$ cat src/rtl/uart_rx_pkg.sv
package uart_rx_pkg;
  typedef enum logic [2:0] {ST_IDLE, ST_START, ST_DATA, ST_STOP, ST_HOLD} rx_state_t;

  function automatic logic addr_hit(input logic [7:0] d, input logic [7:0] nd,
                                    input logic [7:0] msk);
    logic [7:0] bc;
    bc = nd | msk;
    return (((d ^ nd) & msk) == '0) || (((d ^ bc) & bc) == '0);
  endfunction
endpackage

$ cat src/rtl/rx_sync.sv
module rx_sync #(
  parameter int STAGES = 2
) (
  input  logic clk,
  input  logic rst_n,
  input  logic d_in,
  output logic d_out
);
  logic [STAGES-1:0] sr;

  always_ff @(posedge clk or negedge rst_n) begin
    if (!rst_n) sr <= '1;
    else        sr <= {sr[STAGES-2:0], d_in};
  end

  assign d_out = sr[STAGES-1];
endmodule

$ cat src/rtl/rx_framer.sv
module rx_framer
  import uart_rx_pkg::*;
#(
  parameter int DATA_W  = 8,
  parameter int OS_RATE = 16
) (
  input  logic              clk,
  input  logic              rst_n,
  input  logic              tick,
  input  logic              line,
  input  logic              enable,
  input  logic              nine_bit,
  output logic              done,
  output logic [DATA_W-1:0] data,
  output logic              bit9,
  output logic              stop,
  output logic              busy
);
  localparam int CW   = $clog2(OS_RATE);
  localparam int IW   = $clog2(DATA_W + 1);
  localparam logic [CW-1:0] HALF = CW'(OS_RATE / 2 - 1);
  localparam logic [CW-1:0] FULL = CW'(OS_RATE - 1);

  rx_state_t st_q, st_d;
  logic [CW-1:0] cnt_q, cnt_d;
  logic [IW-1:0] idx_q, idx_d;
  logic [DATA_W-1:0] sh_q, sh_d;
  logic b9_q, b9_d, stp_q, stp_d, done_d, done_q;
  logic [IW-1:0] last_idx;

  assign last_idx = nine_bit ? IW'(DATA_W) : IW'(DATA_W - 1);

  always_comb begin
    st_d = st_q; cnt_d = cnt_q; idx_d = idx_q; sh_d = sh_q;
    b9_d = b9_q; stp_d = stp_q; done_d = 1'b0;
    if (!enable) begin
      st_d = ST_IDLE;
      cnt_d = '0;
    end else if (tick) begin
      case (st_q)
        ST_IDLE: if (!line) begin st_d = ST_START; cnt_d = '0; end
        ST_START: begin
          if (cnt_q == HALF) begin
            cnt_d = '0; idx_d = '0;
            st_d = line ? ST_IDLE : ST_DATA;
          end else cnt_d = cnt_q + 1'b1;
        end
        ST_DATA: begin
          if (cnt_q == FULL) begin
            cnt_d = '0;
            if (idx_q < IW'(DATA_W)) sh_d = {line, sh_q[DATA_W-1:1]};
            else                     b9_d = line;
            if (idx_q == last_idx) st_d = ST_STOP;
            idx_d = idx_q + 1'b1;
          end else cnt_d = cnt_q + 1'b1;
        end
        ST_STOP: begin
          if (cnt_q == FULL) begin
            cnt_d = '0; stp_d = line; done_d = 1'b1;
            st_d = line ? ST_IDLE : ST_HOLD;
          end else cnt_d = cnt_q + 1'b1;
        end
        ST_HOLD: if (line) st_d = ST_IDLE;
        default: st_d = ST_IDLE;
      endcase
    end
  end

  always_ff @(posedge clk or negedge rst_n) begin
    if (!rst_n) begin
      st_q <= ST_IDLE; cnt_q <= '0; idx_q <= '0; sh_q <= '0;
      b9_q <= 1'b0; stp_q <= 1'b1; done_q <= 1'b0;
    end else begin
      st_q <= st_d; cnt_q <= cnt_d; idx_q <= idx_d; sh_q <= sh_d;
      b9_q <= b9_d; stp_q <= stp_d; done_q <= done_d;
    end
  end

  assign done = done_q;
  assign data = sh_q;
  assign bit9 = b9_q;
  assign stop = stp_q;
  assign busy = (st_q != ST_IDLE);
endmodule

$ cat src/rtl/rx_accept.sv
module rx_accept
  import uart_rx_pkg::*;
#(
  parameter int DATA_W = 8
) (
  input  logic              clk,
  input  logic              rst_n,
  input  logic              done,
  input  logic [DATA_W-1:0] f_data,
  input  logic              f_bit9,
  input  logic              f_stop,
  input  logic              nine_bit,
  input  logic              mp_en,
  input  logic [DATA_W-1:0] node_addr,
  input  logic [DATA_W-1:0] addr_mask,
  input  logic              flag_clr,
  output logic [DATA_W-1:0] rx_data,
  output logic              rx_bit9,
  output logic              ri,
  output logic              fe
);
  logic [DATA_W-1:0] data_d;
  logic bit9_d, ri_d, fe_d, tag_bit, pass, take, pending;

  assign tag_bit = nine_bit ? f_bit9 : f_stop;
  assign pass    = !mp_en || (tag_bit && addr_hit(f_data, node_addr, addr_mask));
  assign pending = ri && !flag_clr;
  assign take    = done && pass && !pending;

  always_comb begin
    data_d = rx_data; bit9_d = rx_bit9;
    ri_d = flag_clr ? 1'b0 : ri;
    fe_d = flag_clr ? 1'b0 : fe;
    if (take) begin
      data_d = f_data; bit9_d = tag_bit; ri_d = 1'b1;
    end
    if (done && !f_stop) fe_d = 1'b1;
  end

  always_ff @(posedge clk or negedge rst_n) begin
    if (!rst_n) begin
      rx_data <= '0; rx_bit9 <= 1'b0; ri <= 1'b0; fe <= 1'b0;
    end else begin
      rx_data <= data_d; rx_bit9 <= bit9_d; ri <= ri_d; fe <= fe_d;
    end
  end
endmodule

$ cat src/rtl/uart_addr_rx.sv
module uart_addr_rx #(
  parameter int DATA_W  = 8,
  parameter int OS_RATE = 16,
  parameter int SYNC_N  = 2
) (
  input  logic              clk,
  input  logic              rst_n,
  input  logic              os_tick,
  input  logic              rxd,
  input  logic [1:0]        mode_sel,
  input  logic              mp_en,
  input  logic              rx_en,
  input  logic [DATA_W-1:0] node_addr,
  input  logic [DATA_W-1:0] addr_mask,
  input  logic              flag_clr,
  output logic [DATA_W-1:0] rx_data,
  output logic              rx_bit9,
  output logic              ri,
  output logic              fe
);
  logic line_s, frm_done, frm_bit9, frm_stop, frm_busy, nine_bit, rx_on;
  logic [DATA_W-1:0] frm_data;

  assign nine_bit = mode_sel[1];
  assign rx_on    = rx_en && (mode_sel != 2'b00);

  rx_sync #(.STAGES(SYNC_N)) u_sync (
    .clk(clk), .rst_n(rst_n), .d_in(rxd), .d_out(line_s));

  rx_framer #(.DATA_W(DATA_W), .OS_RATE(OS_RATE)) u_frm (
    .clk(clk), .rst_n(rst_n), .tick(os_tick), .line(line_s), .enable(rx_on),
    .nine_bit(nine_bit), .done(frm_done), .data(frm_data), .bit9(frm_bit9),
    .stop(frm_stop), .busy(frm_busy));

  rx_accept #(.DATA_W(DATA_W)) u_acc (
    .clk(clk), .rst_n(rst_n), .done(frm_done), .f_data(frm_data),
    .f_bit9(frm_bit9), .f_stop(frm_stop), .nine_bit(nine_bit), .mp_en(mp_en),
    .node_addr(node_addr), .addr_mask(addr_mask), .flag_clr(flag_clr),
    .rx_data(rx_data), .rx_bit9(rx_bit9), .ri(ri), .fe(fe));
endmodule

$ cat config.mk
export PLATFORM = sky130hd
export DESIGN_NAME = uart_addr_rx
export DESIGN_NICKNAME = d
export VERILOG_FILES = /design/src/rtl/uart_rx_pkg.sv /design/src/rtl/rx_sync.sv /design/src/rtl/rx_framer.sv /design/src/rtl/rx_accept.sv /design/src/rtl/uart_addr_rx.sv
export SDC_FILE = /design/constraint.sdc
export NUM_CORES = 1
export LEC_CHECK = 0
export ABC_AREA = 1
export ABC_CLOCK_PERIOD_IN_PS = 2200
export BUFFER_PORTS_ARGS = -buffer_cell sky130_fd_sc_hd__buf_2
export CAP_MARGIN = 20
export CORE_MARGIN = 5
export CORE_UTILIZATION = 30
export DETAILED_ROUTE_END_ITERATION = 6
export HOLD_SLACK_MARGIN = 0.12
export PLACE_DENSITY_LB_ADDON = 0.3
export SYNTH_ARGS = -nofsm -noshare
export SYNTH_HDL_FRONTEND = slang
export SYNTH_SLANG_ARGS = --single-unit
$ cat constraint.sdc
create_clock -name clk -period 2.2 [get_ports clk]
set_input_delay 0.44 -clock clk [delete_from_list [all_inputs] [get_ports clk]]
set_output_delay 0.44 -clock clk [all_outputs]
set_load 0.05 [all_outputs]
; ---- Word-level counts from Yosys, hierarchy flattened
; Cells that the tools add are included.
[op_classes]
n_addsub = 2
n_lt_le_gt_ge = 1
n_eq_ne = 17
n_mux = 29
n_bitwise = 6
reduce_logical = 26
[ops]
columns = cell, count
row1 = two-way mux 4 bit, 8
row2 = two-way mux 3 bit, 9
row3 = "inequality test 3 bit, second input constant", 6
row4 = bitwise AND 8 bit, 2
row5 = logical NOT 8 bit, 2
row6 = XOR 8 bit, 2
row7 = case mux 3 bit (5 select lines), 1
row8 = AND reduction 5 bit, 3
row9 = case mux 4 bit (3 select lines), 1
row10 = "adder 4 x 1 -> 4 bit, second input constant", 2
row11 = two-way mux 1 bit, 8
row12 = bitwise OR 8 bit, 1
row13 = case mux 4 bit (2 select lines), 1
row14 = nonzero test 2 bit, 4
row15 = AND reduction 7 bit, 1
row16 = "== test 3 x 2 -> 1 bit, second input constant", 2
row17 = logical AND 1 bit, 6
row18 = "== test 4 x 3 -> 1 bit, second input constant", 1
row19 = == test 4 bit, 1
row20 = "== test 4 bit, second input constant", 1
row21 = logical NOT 1 bit, 4
row22 = "less-than comparator 4 bit, second input constant", 1
row23 = "inequality test 2 x 1 -> 1 bit, second input constant", 2
row24 = "inequality test 4 bit, second input constant", 1
row25 = 10 further kinds, 11
[totals]
ff_bits = 35
inputBits = 25
out_inout_bits = 11
elab_cells = 93

; ---- Depth between registers and ports, before layout
; Gate-level depths: netlist (run 1).
[logic_depth]
word_depth = 10
mapped_depth = 12
ltp_nobuf = 12

; ---- Hierarchy
; Synthesis (run 1) repeated with hierarchy kept, for this count alone.
[hier_totals]
cells_unflattened = 276
hier_area_um2 = 2067.0
[by_module_without_submodules]
columns = mod, n_inst, cells_each, area_each_um2, seq_area_each_um2
row1 = rx_framer, 1, 158, 1251.2, 551.8
row2 = rx_accept, 1, 113, 752.0, 275.3
row3 = rx_sync, 1, 2, 52.6, 52.6
row4 = uart_addr_rx, 1, 3, 11.3, 0.0

; ---- Worst setup path after synthesis (run 1)
; No wires, ideal clock.
[synth_timing]
path_type = register to register
startpoint = register u_frm.cnt_q[0]
endpoint = register u_frm.idx_q[3]
setup_ps = 76
arrival_time_ps = 1350
t_required_ps = 2124
slack_ps = 774
path_stages_with_launch = 8
path_buffers = 0
period_less_slack_ps = 1426
cell_sequence = dfrtp_1 ha_1 nand2_2 nor2_1 nor2_4 nor4_4 nand4_1 o21ai_1
[synth_between]
elab_chain_len = 3
elab_cells_between_ends = 5
cone_classes = eq/ne (4) / reduce/logical (1)
[synth_lines]
columns = element, line
row1 = "start, declared", rx_framer.sv:25  ; logic [CW-1:0] cnt_q, cnt_d;
row2 = "start signal, assigned", rx_framer.sv:71  ; st_q <= ST_IDLE; cnt_q <= '0; idx_q <= '0; sh_q <= '0;
row3 = "start signal, assigned", rx_framer.sv:74  ; st_q <= st_d; cnt_q <= cnt_d; idx_q <= idx_d; sh_q <= sh_d;
row4 = == test 4 bit or == test 4 x 3 -> 1 bit (tied branches), "rx_framer.sv:49, rx_framer.sv:43"
row5 = inequality test 2 x 1 -> 1 bit (no line), -
row6 = AND reduction 5 bit (no line) *, -
row7 = "end signal, assigned", rx_framer.sv:71
row8 = "end signal, assigned", rx_framer.sv:74
row9 = "end, declared", rx_framer.sv:26  ; logic [IW-1:0] idx_q, idx_d;
; Mark *: on every way between the ends. The rest lies on a longest branch, timed or not.
; A chain may end at the register's enable or synchronous reset.

; ---- Final worst setup path (run 1)
[layout_timing]
startpoint = register u_frm.st_q[2]
endpoint = register u_frm.sh_q[6], in the netlist u_frm.data[6]
[layout_between]
elab_chain_len = 2
[layout_lines]
columns = element, line
row1 = "start, declared", rx_framer.sv:24  ; rx_state_t st_q, st_d;
row2 = "start signal, assigned", rx_framer.sv:71
row3 = "start signal, assigned", rx_framer.sv:74
row4 = == test 3 x 2 -> 1 bit, rx_framer.sv:40  ; case (st_q)
row5 = AND reduction 5 bit (no line), -
row6 = "end signal, assigned", rx_framer.sv:71
row7 = "end signal, assigned", rx_framer.sv:74
row8 = "end, declared", rx_framer.sv:27  ; logic [DATA_W-1:0] sh_q, sh_d;
; No other way between the ends.

==> results by group, run 1 <==
Status
  – Status: completed

Power and ir drop
  – Leak: 1.16 nW
  – Peak VDD IR: 0.344 mV
  – Total power: 1.72 mW
  – Power Dens Cells: 724 mW/mm2

Critical path
  – Critical path peak fanout: 16
  – Reg-to-reg slack, setup: 0.51 ns
  – Crit end category: flop
  – WP data required: 2.37 ns
  – Worst EP arrival: 1.85 ns
  – Critical path launch point type: flop
  – Reg-to-Reg Start: u_frm.st_q[2]
  – Crit path from: u_frm.st_q[2]
  – Kind of critical path: flop to flop

Cells and area
  – Util after Layout: 36.9%
  – Most common cell after layout, fill and taps aside: nand2_1
  – Diodes inserted: 0
  – # fillers: 661
  – Area growth syn-to-layout: 18.7%
  – Highest-count cells in the layout ignoring fill and taps: nand2_1, buf_2, inv_1, dfrtp_1, o21ai_0
  – Layout cells sized above 1: 26.1%
  – Nets@finish: 309
  – Fin area: 0.00237 mm2
  – Non-Filler Instances: 360

Floorplanning
  – Die ar.: 0.00839 mm2
  – Die height: 91.6 um
  – Core box area: 0.00642 mm2
  – Initial Utilization: 31.1%
  – Row cnt: 29
  – Width of the die: 91.6 um
  – Ports: 36

Hold path
  – Min-Delay Path Class: input pin to async pin

Synth
  – Yosys top cell by area: dfrtp_1
  – Fraction of synthesized area in multiplexers: 0%
  – Adder-cell share of the synthesized area: 1.25%
  – Largest family of logic cells by synthesized area: simple AND/OR/NAND/NOR gates
  – Yosys reg bits: 35
  – Post-Synth XOR/XNOR Area: 0.877%
  – Syn_nets: 271
  – Post-Syn Area: 0.00200 mm2
  – Compound-Gate Fraction of Synth Area: 14.4%
  – Top-area cell type share of the netlist area: 40.1%
  – Ys Warns: 0
  – Syn avg cell area: 8.18 um2
  – Dominant cells by area after synthesis: dfrtp_1, nand2_1, inv_1, nand4_1, o21ai_0
  – Register area share after synthesis: 44.0%
  – Post-Synth Simple-Gate Area: 31.5%
  – Netlist cell types: 35
  – Cells after Synth: 244

Routing
  – Vias: 1682
  – Pre-antenna DRT Iters: 4
  – Wire per inst: 12.4 um
  – Via-per-instance ratio: 4.67
  – DRT antenna net count: 0
  – DR DRC count: 0
  – Final wirelength: 4.45 mm
  – Violation count after the first detailed-routing iteration: 67

STA
  – Endpoints failing setup: 0
  – RSZ-0062 raised after global routing: false
  – Final worst slack: 0.512 ns
  – Final slew viol count: 0
  – FMAX: 592 MHz
  – Least-Margin Pin Slew: 0.805 ns
  – Tmin final: 1.69 ns
  – Slew margin rel.: 46.3%
  – Hold WS: 0.234 ns
  – Clk_skew: 0.00658 ns
  – Setup TNS: 0 ns
  – Final Hold Viols: 0
  – Tcrit/Tclk final: 76.7%

Place
  – Gpl congestion: 0.800
  – Number of buffers added on ports: 35
  – Post-DP HPWL: 3.36 mm
  – Placement Setup Slack: 0.500 ns
  – # placed instances: 352
  – Placed Area: 0.00224 mm2

Clock network
  – # Post-CTS Setup Buffers: 0
  – Max Buffers Root-to-Sink: 2
  – H-tree levels: 2
  – Worst skew pair latency: 0.29 ns
  – CTS clk-pin slew, worst paths: 0.08 ns
  – Sink Count: 35
  – TritonCTS clock tree: built
  – Post-CTS Hold Buffers: 0
  – Resize count post-CTS: 0
  – CTS buffer count: 5
  – Root Buffer: clkbuf_8

Global routing
  – Grt ovf: 0
  – Overall Global Routing Usage: 11.3%
  – Largest net degree at the start of global routing: 36
  – First-pass GRT wire length: 7.62 mm
  – Vias in the first global route: 1542
  – Initial antenna violation count: 0

Job
  – Max_cap viols: 0
-- worst max-delay path: stages, from the launching register on --
cell and delay, ns:
dfrtp_1 0.51, nor2_4 0.17, nand2_2 0.10, nor2_2 0.15
nand4_2 0.39, nand2_1 0.20, o21ai_2 0.06
-- synthesized netlist by cell type --
cell,count
clkbuf_1,2
a22oi_1,1
inv_2,2
nand2_1,68
a22o_1,1
nand4_2,1
o211ai_1,1
nand2_2,4
nor4_2,1
nor3_1,2
nor2_4,3
ha_1,2
a31oi_1,1
nor2_2,2
o21ai_4,1
nand3_4,1
o21ai_1,5
o31ai_4,1
o21ai_2,9
nor3_2,1
inv_1,32
buf_6,2
o21a_1,1
nand4_1,13
nor4_4,1
dfrtp_1,32
a41oi_1,1
a21oi_1,4
dfstp_2,3
nand3_1,15
nand2_4,1
o21ai_0,16
xor2_1,2
nor2_1,11
nand3_2,1
-- metal layers --
layer  track usage, %  share of wire (%)
met5                0                  0
met2             17.7                 46
met3             2.98                5.1
met4             3.39                1.1
met1             15.2                 48
-- flip-flops by register name, summed over array words and instances, names as in the netlist --
register	flops
u_sync.sr	2
u_frm.data	8
u_acc.rx_data	8
u_acc.rx_bit9	1
u_frm.stop	1
u_frm.bit9	1
u_frm.cnt_q	4
u_frm.idx_q	4
u_acc.ri	1
u_frm.st_q	3
u_frm.done	1
u_acc.fe	1
-- power breakdown --
group | leakage (nW) | internal (mW) | switching (mW)
clock | 0.0654 | 0.453 | 0.242
combinational | 0.619 | 0.0986 | 0.193
sequential | 0.474 | 0.687 | 0.0431
-- cell families after synthesis --
logic type,count (synthesis)
DFF,35
buffers and inverters,38
AOI/OAI and AO/OA,42
xor gates and xnor gates,2
and+or+nand+nor,125
adders and majority gates,2
-- layout make-up --
cell class              count  area [um2]  area share [%]
multi-input cells         171         960            40.5
flip-flops and latches     35         880            37.1
repair buffers             35         175            7.39
inverters                  34         128            5.38
well taps                  77        96.3            4.06
clock buffers               6        72.6            3.06
clock inverters             2        60.1            2.53
-- path summary, 6_finish.rpt --
path / endpoint / cells after the start
worst max-delay path: u_frm.data[6] / 6
worst min-delay path: u_acc.rx_data[6] / 1
worst max register to register: u_frm.data[6] / 6
worst min register to register: u_sync.sr[1] / 0
max in group asynchronous: u_frm.cnt_q[0] / 1
min in group clk: u_sync.sr[0] / 1
Note: power is estimated with default switching activity, not from simulation.
==> inputs of run 2 (changes only) <==
- ABC_AREA: 1 -> 0
- ABC_CLOCK_PERIOD_IN_PS: 2200 -> 1400
- clock period: 2.2 -> 1.4 ns (I/O delays scaled with it)
==> run 2 against run 1 <==
The flow now finishes with violations (negative setup slack). Total power is 19% higher. Die area is 7.9% lower. Final area is 22% higher. Critical path depth is 1 lower. Highest routed layer unchanged.
==> results by group, run 2 <==
Synth
  – Post-Synth XOR/XNOR Area: 4.81% (+3.9 points)
  – Synth Flop Type: dfrtp_1
  – Netlist cell types: 38 (+8.6%)
  – Ys Warns: 0 (unchanged)
  – Syn_nets: 193 (-29%)
  – Compound-Gate Fraction of Synth Area: 13.5% (-0.87 points)
  – Post-Syn Area: 0.00182 mm2 (-8.8%)
  – Dominant cells by area after synthesis: dfrtp_1, mux2_2, dfstp_2, xor2_1, o21ai_0
  – Adder-cell share of the synthesized area: 1.37% (+0.12 points)
  – Syn avg cell area: 11.0 um2 (+34%)
  – Cells after Synth: 166 (-32%)
  – Yosys reg bits: 35 (unchanged)
  – Register area share after synthesis: 48.3% (+4.3 points)
  – Fraction of synthesized area in multiplexers: 13.6% (+14 points)
  – Yosys top cell by area: dfrtp_1
  – Number of flops mapped to enable cells by yosys: 0 (unchanged)
  – Largest family of logic cells by synthesized area: simple AND/OR/NAND/NOR gates
  – Post-Synth Simple-Gate Area: 16.3% (-15 points)
  – Post-synth top cells: dfrtp_1, mux2_2, o21ai_0, nor2_1, nand2_1
  – Post-synth ARST share: 100% (unchanged)
  – Top-area cell type share of the netlist area: 44.0% (+3.9 points)
  – Most numerous cell in the Yosys netlist: dfrtp_1

Power and ir drop
  – Peak VDD IR: 0.558 mV (+62%)
  – Power Dens Cells: 710 mW/mm2 (-1.9%)
  – Leak: 1.41 nW (+22%)

Place
  – Post-DP HPWL: 3.40 mm (+1.2%)
  – Placed Area: 0.00254 mm2 (+14%)
  – Placement Setup Slack: -0.555 ns (-1.05 ns)
  – Gpl congestion: 0.801 (+0.20%)
  – Number of buffers added on ports: 35 (unchanged)

STA
  – Final Hold Viols: 0 (unchanged)
  – Least-Margin Pin Slew: 0.425 ns (-0.380 ns)
  – Clk_skew: 0.0127 ns (+0.00609 ns)
  – Tcrit/Tclk final: 140% (+63 points)
  – RSZ-0062 raised after global routing: true
  – Final slew viol count: 0 (unchanged)
  – Tmin final: 1.96 ns (+0.268 ns)
  – Final worst slack: -0.556 ns (-1.07 ns)
  – Endpoints failing setup: 29 (+29)
  – Hold WS: 0.217 ns (-0.0176 ns)
  – Slew margin rel.: 71.5% (+25 points)
  – FMAX: 511 MHz (-14%)

Clock network
  – H-tree levels: 2 (unchanged)
  – Sink Count: 35 (unchanged)
  – CTS buffer count: 5 (unchanged)
  – CTS clk-pin slew, worst paths: 0.08 ns (about the same)
  – Worst skew pair latency: 0.29 ns (about the same)
  – Root Buffer: clkbuf_8
  – Max Buffers Root-to-Sink: 2 (unchanged)
  – TritonCTS clock tree: built

Routing
  – Via-per-instance ratio: 4.70 (+0.55%)
  – DR DRC count: 0 (unchanged)
  – Vias: 1602 (-4.8%)
  – Final wirelength: 4.76 mm (+7.1%)
  – Violation count after the first detailed-routing iteration: 44 (-34%)
  – DRT antenna net count: 0 (unchanged)
  – Wire per inst: 14.0 um (+13%)
  – Pre-antenna DRT Iters: 4 (unchanged)

Global routing
  – Grt ovf: 0 (unchanged)
  – First-pass GRT wire length: 7.64 mm (+0.18%)
  – Largest net degree at the start of global routing: 36 (unchanged)
  – Initial antenna violation count: 0 (unchanged)
  – Overall Global Routing Usage: 12.8% (+1.5 points)
  – Vias in the first global route: 1622 (+5.2%)

Critical path
  – WP data required: 1.57 ns (-0.80 ns)
  – Critical path launch point type: flop
  – Crit end category: flop
  – Kind of critical path: flop to flop
  – Critical path peak fanout: 8 (-8)
  – Worst EP arrival: 2.13 ns (+0.28 ns)

Floorplanning
  – Ports: 36 (unchanged)
  – Initial Utilization: 30.7% (-0.34 points)
  – Die ar.: 0.00773 mm2 (-7.9%)
  – Die height: 87.9 um (-4.0%)
  – Core box area: 0.00592 mm2 (-7.8%)
  – Width of the die: 87.9 um (-4.0%)
  – Row cnt: 28 (-3.4%)

Status
  – Failing checks: negative setup slack
  – Status: complete, but fails checks

Cells and area
  – Highest-count cells in the layout ignoring fill and taps: buf_4, buf_2, dfrtp_1
  – Area growth syn-to-layout: 58.4%
  – Layout cells sized above 1: 57.5% (+31 points)
  – Reg area: 881 um2 (+0.14%)
  – Util after Layout: 48.7% (+12 points)
  – Most common cell after layout, fill and taps aside: buf_4
  – Diodes inserted: 0 (unchanged)
  – # fillers: 543 (-18%)
  – Nets@finish: 292 (-5.5%)
  – Area of the multi-input gates: 0.00112 mm2 (+17%)
  – Fin area: 0.00288 mm2 (+22%)

Job
  – Max_cap viols: 0 (unchanged)

Hold path
  – Min-Delay Path Class: input pin to flop
-- run 2: logic make-up after synthesis --
group	count (synthesis)
flip-flops	35
AND/OR/NAND/NOR	51
adder cells (fa/ha/maj)	2
XOR/XNOR	10
AO/OA/AOI/OAI	38
multiplexers	22
buffers and inverters	8
-- run 2: critical path, stage by stage, from the launching register on --
cell	delay [ns]
dfrtp_1	0.38
or3b_1	0.38
a2111o_1	0.39
nand2b_4	0.18
nor2_8	0.16
mux2_2	0.36
-- run 2: repair_timing --
action                                  in CTS  in global routing
pin swaps                                   10                  8
hold buffers                                 2                  0
buffers inserted                             9                  4
gates resized for setup                     19                 19
endpoints found under the hold margin       33                  0
endpoints found under the setup margin      31                 31
-- run 2: worst paths after layout --
kind	start	to	cells after the start	slack, ns
min in group asynchronous	rst_n	u_acc.rx_data[2]	3	0.48
hold / removal	mp_en	u_acc.ri	2	0.22
hold reg to reg	u_sync.sr[0]	u_sync.sr[1]	0	0.36
setup reg to reg	u_frm.cnt_q[3]	u_frm.data[0]	5	-0.56
setup / recovery	u_frm.cnt_q[3]	u_frm.data[0]	5	-0.56
max in group asynchronous	rst_n	u_sync.sr[1]	3	0.66
-- run 2: power by group --
part	internal (mW)	switching (mW)
Combinational	0.145	0.132
Sequential	1.02	0.00750
Clock	0.347	0.393
Total	1.51	0.533
-- run 2: final cells by class --
type                            count  area share, %
Clock buffer                        5           2.39
Clock inverter                      3          0.694
Inverter                            5          0.651
Multi-Input combinational cell    123           39.0
Sequential cell                    35           30.5
Tap cell                           75           3.25
Timing Repair Buffer               95           23.5
-- run 2: per-layer routing --
metal  vias to the layer above  part of all wire, %  track usage [%]
li1                        806                    -                -
met1                       759                   44             15.3
met2                        33                   50             22.5
met3                         4                  5.3             3.20
met4                         0                 0.80             4.04
met5                         -                    0                0
-- run 2: per-stage QoR --
stage / setup TNS [ns] / instances / power (mW)
6_report: -10.15 / 341 / 2.05
5_1_grt: -12.27 / 341 / 2.15
4_1_cts: -9.93 / 338 / 2.06
3_5_place_dp: -11.15 / 319 / 1.27
3_3_place_gp: -10.84 / 319 / 1.27
2_1_floorplan: -9.04 / 166 / 1.13
==> inputs of run 3 (changes only) <==
- CTS_BUF_LIST: not set -> sky130_fd_sc_hd__clkbuf_4 sky130_fd_sc_hd__clkbuf_8
- SKIP_CTS_REPAIR_TIMING: not set -> 1
==> run 3 against run 2 <==
The run still ends with negative setup slack left. Die area is the same. Non-clock buffer count down 3. Utilization down 0.74 points. Via count down 1.6%. Flip-flop and latch count unchanged. Maximum frequency about the same. Largest power group unchanged.
==> results by group, run 3 (synthesis gave the netlist of run 2 again) <==
Place
  – Number of buffers added on ports: 35 (unchanged)
  – # placed instances: 319 (unchanged)
  – Post-DP HPWL: 3.40 mm (unchanged)
  – Gpl congestion: 0.801 (unchanged)

Critical path
  – Crit end category: flop
  – Crit-path max cell delay: 0.39 ns (about the same)
  – CP delay by family, top: simple AND/OR/NAND/NOR gates
  – Reg-to-Reg Start: u_frm.cnt_q[3]
  – WP data required: 1.57 ns (about the same)
  – CP Cell Sequence: or3b_1, a2111o_1, nand2b_4, nor2_8, mux2_2
  – Kind of critical path: flop to flop
  – Worst EP arrival: 2.12 ns (about the same)
  – Max stage delay cell, worst path: a2111o_1
  – Crit path from: u_frm.cnt_q[3]
  – Critical path peak fanout: 8 (unchanged)
  – CP Buf/Inv Count: 0 (unchanged)
  – Critical path launch point type: flop

Routing
  – Final wirelength: 4.66 mm (-2.2%)
  – DR top layer: met4
  – DR DRC count: 0 (unchanged)
  – Vias: 1577 (-1.6%)
  – DRT antenna net count: 0 (unchanged)
  – Violation count after the first detailed-routing iteration: 44 (unchanged)
  – DRT met1 WL: 2.04 mm (-1.9%)
  – Wire per inst: 13.8 um (-1.3%)
  – Via-per-instance ratio: 4.67 (-0.69%)
  – Met2 wire len: 2.33 mm (-2.5%)
  – Pre-antenna DRT Iters: 3 (-1)
  – Wire length on met3: 247 um (-1.6%)

Clock network
  – Worst skew pair latency: 0.29 ns (about the same)
  – CTS clk-pin slew, worst paths: 0.08 ns (about the same)
  – TritonCTS clock tree: built
  – Sink Count: 35 (unchanged)
  – H-tree levels: 2 (unchanged)
  – Root Buffer: clkbuf_8
  – CTS buffer count: 5 (unchanged)
  – Max Buffers Root-to-Sink: 2 (unchanged)

STA
  – Clk_skew: 0.0127 ns (+0.00000420 ns)
  – Hold WS: 0.202 ns (-0.0146 ns)
  – Final Hold Viols: 0 (unchanged)
  – Tmin final: 1.95 ns (-0.00172 ns)
  – Slew margin rel.: 71.8% (+0.30 points)
  – Final worst slack: -0.554 ns (+0.00172 ns)
  – FMAX: 512 MHz (about the same)
  – Tcrit/Tclk final: 140% (about the same)
  – Final slew viol count: 0 (unchanged)
  – Least-Margin Pin Slew: 0.421 ns (-0.00454 ns)
  – Endpoints failing setup: 30 (+3.4%)
  – RSZ-0062 raised after global routing: true

Floorplanning
  – Core box area: 0.00592 mm2 (unchanged)
  – Die ar.: 0.00773 mm2 (unchanged)
  – Row cnt: 28 (unchanged)
  – Width of the die: 87.9 um (unchanged)
  – Initial Utilization: 30.7% (unchanged)
  – Ports: 36 (unchanged)
  – Die height: 87.9 um (unchanged)

Cells and area
  – Area growth syn-to-layout: 56.0%
  – Area of the multi-input gates: 0.00111 mm2 (-1.2%)
  – Reg area: 881 um2 (unchanged)
  – # fillers: 542 (-0.18%)
  – Non-Filler Instances: 338 (-0.88%)
  – Nets@finish: 289 (-1.0%)
  – Most common cell after layout, fill and taps aside: buf_4
  – Diodes inserted: 0 (unchanged)
  – Highest-count cells in the layout ignoring fill and taps: buf_4, buf_2, dfrtp_1
  – Layout cells sized above 1: 57.0% (-0.48 points)

Status
  – Status: complete, but fails checks
  – Failing checks: negative setup slack

Hold path
  – Min-Delay Path Class: input pin to flop
  – Worst hold start: mp_en

Global routing
  – Vias in the first global route: 1515 (-6.6%)
  – Largest net degree at the start of global routing: 36 (unchanged)
  – Grt ovf: 0 (unchanged)
  – Overall Global Routing Usage: 11.9% (-0.86 points)
  – First-pass GRT wire length: 7.13 mm (-6.6%)
  – Initial antenna violation count: 0 (unchanged)

Job
  – Max_cap viols: 0 (unchanged)

Power and ir drop
  – Leak: 1.39 nW (-1.3%)
  – Power Dens Cells: 718 mW/mm2 (+1.2%)
  – Peak VDD IR: 0.551 mV (-1.3%)
## run 3: changes by cell type in the layout (fill, tap and decap cells not counted), sizes merged
cell and change:
buf -3
## run 3: worst reg2reg max path, stage by stage, from the launching register on
cell and delay, ns:
dfrtp_1 0.38, or3b_1 0.38, a2111o_1 0.39, nand2b_4 0.18, nor2_8 0.16, mux2_2 0.36
## run 3: path summary, 6_finish.rpt
kind / end / slack [ns] / depth (start not counted)
min: u_acc.ri / 0.20 / 2
max: u_frm.data[0] / -0.55 / 5
min in group asynchronous: u_acc.rx_data[2] / 0.48 / 3
min reg2reg: u_sync.sr[1] / 0.36 / 0
max reg2reg: u_frm.data[0] / -0.55 / 5
max in group asynchronous: u_sync.sr[1] / 0.66 / 3
## run 3: stage by stage
stage               cell area (um2)  setup TNS [ns]  total power [mW]  util [%]  setup WS, ns
floorplan                      1940           -9.04              1.13         -        -0.631
global placement               2540          -10.84              1.27      42.9        -0.513
detailed placement             2540          -11.15              1.27      42.9        -0.555
CTS                            2630          -11.26              2.03      44.4        -0.572
global route                   2840          -12.11              2.14      48.0        -0.620
finish                         2840           -9.93              2.04      48.0        -0.554
## run 3: where the power goes
part           internal (mW)  switching, mW
combinational          0.141          0.130
sequential              1.02        0.00650
clock                  0.346          0.393
total                   1.51          0.530
## run 3: final cells by class
| cell class | count | area share [%] |
|---|---|---|
| multi-input combinational | 123 | 39.1 |
| inverter | 5 | 0.661 |
| sequential | 35 | 31.0 |
| clock inverter | 3 | 0.705 |
| timing repair buffer | 92 | 22.8 |
| clock buffer | 5 | 2.42 |
| tap | 75 | 3.30 |
## run 3: routing by layer
| metal | up-vias | global-route usage [%] |
|---|---|---|
| li1 | 805 | - |
| met1 | 737 | 15.0 |
| met2 | 31 | 20.1 |
| met3 | 4 | 3.10 |
| met4 | 0 | 3.63 |
| met5 | - | 0 |
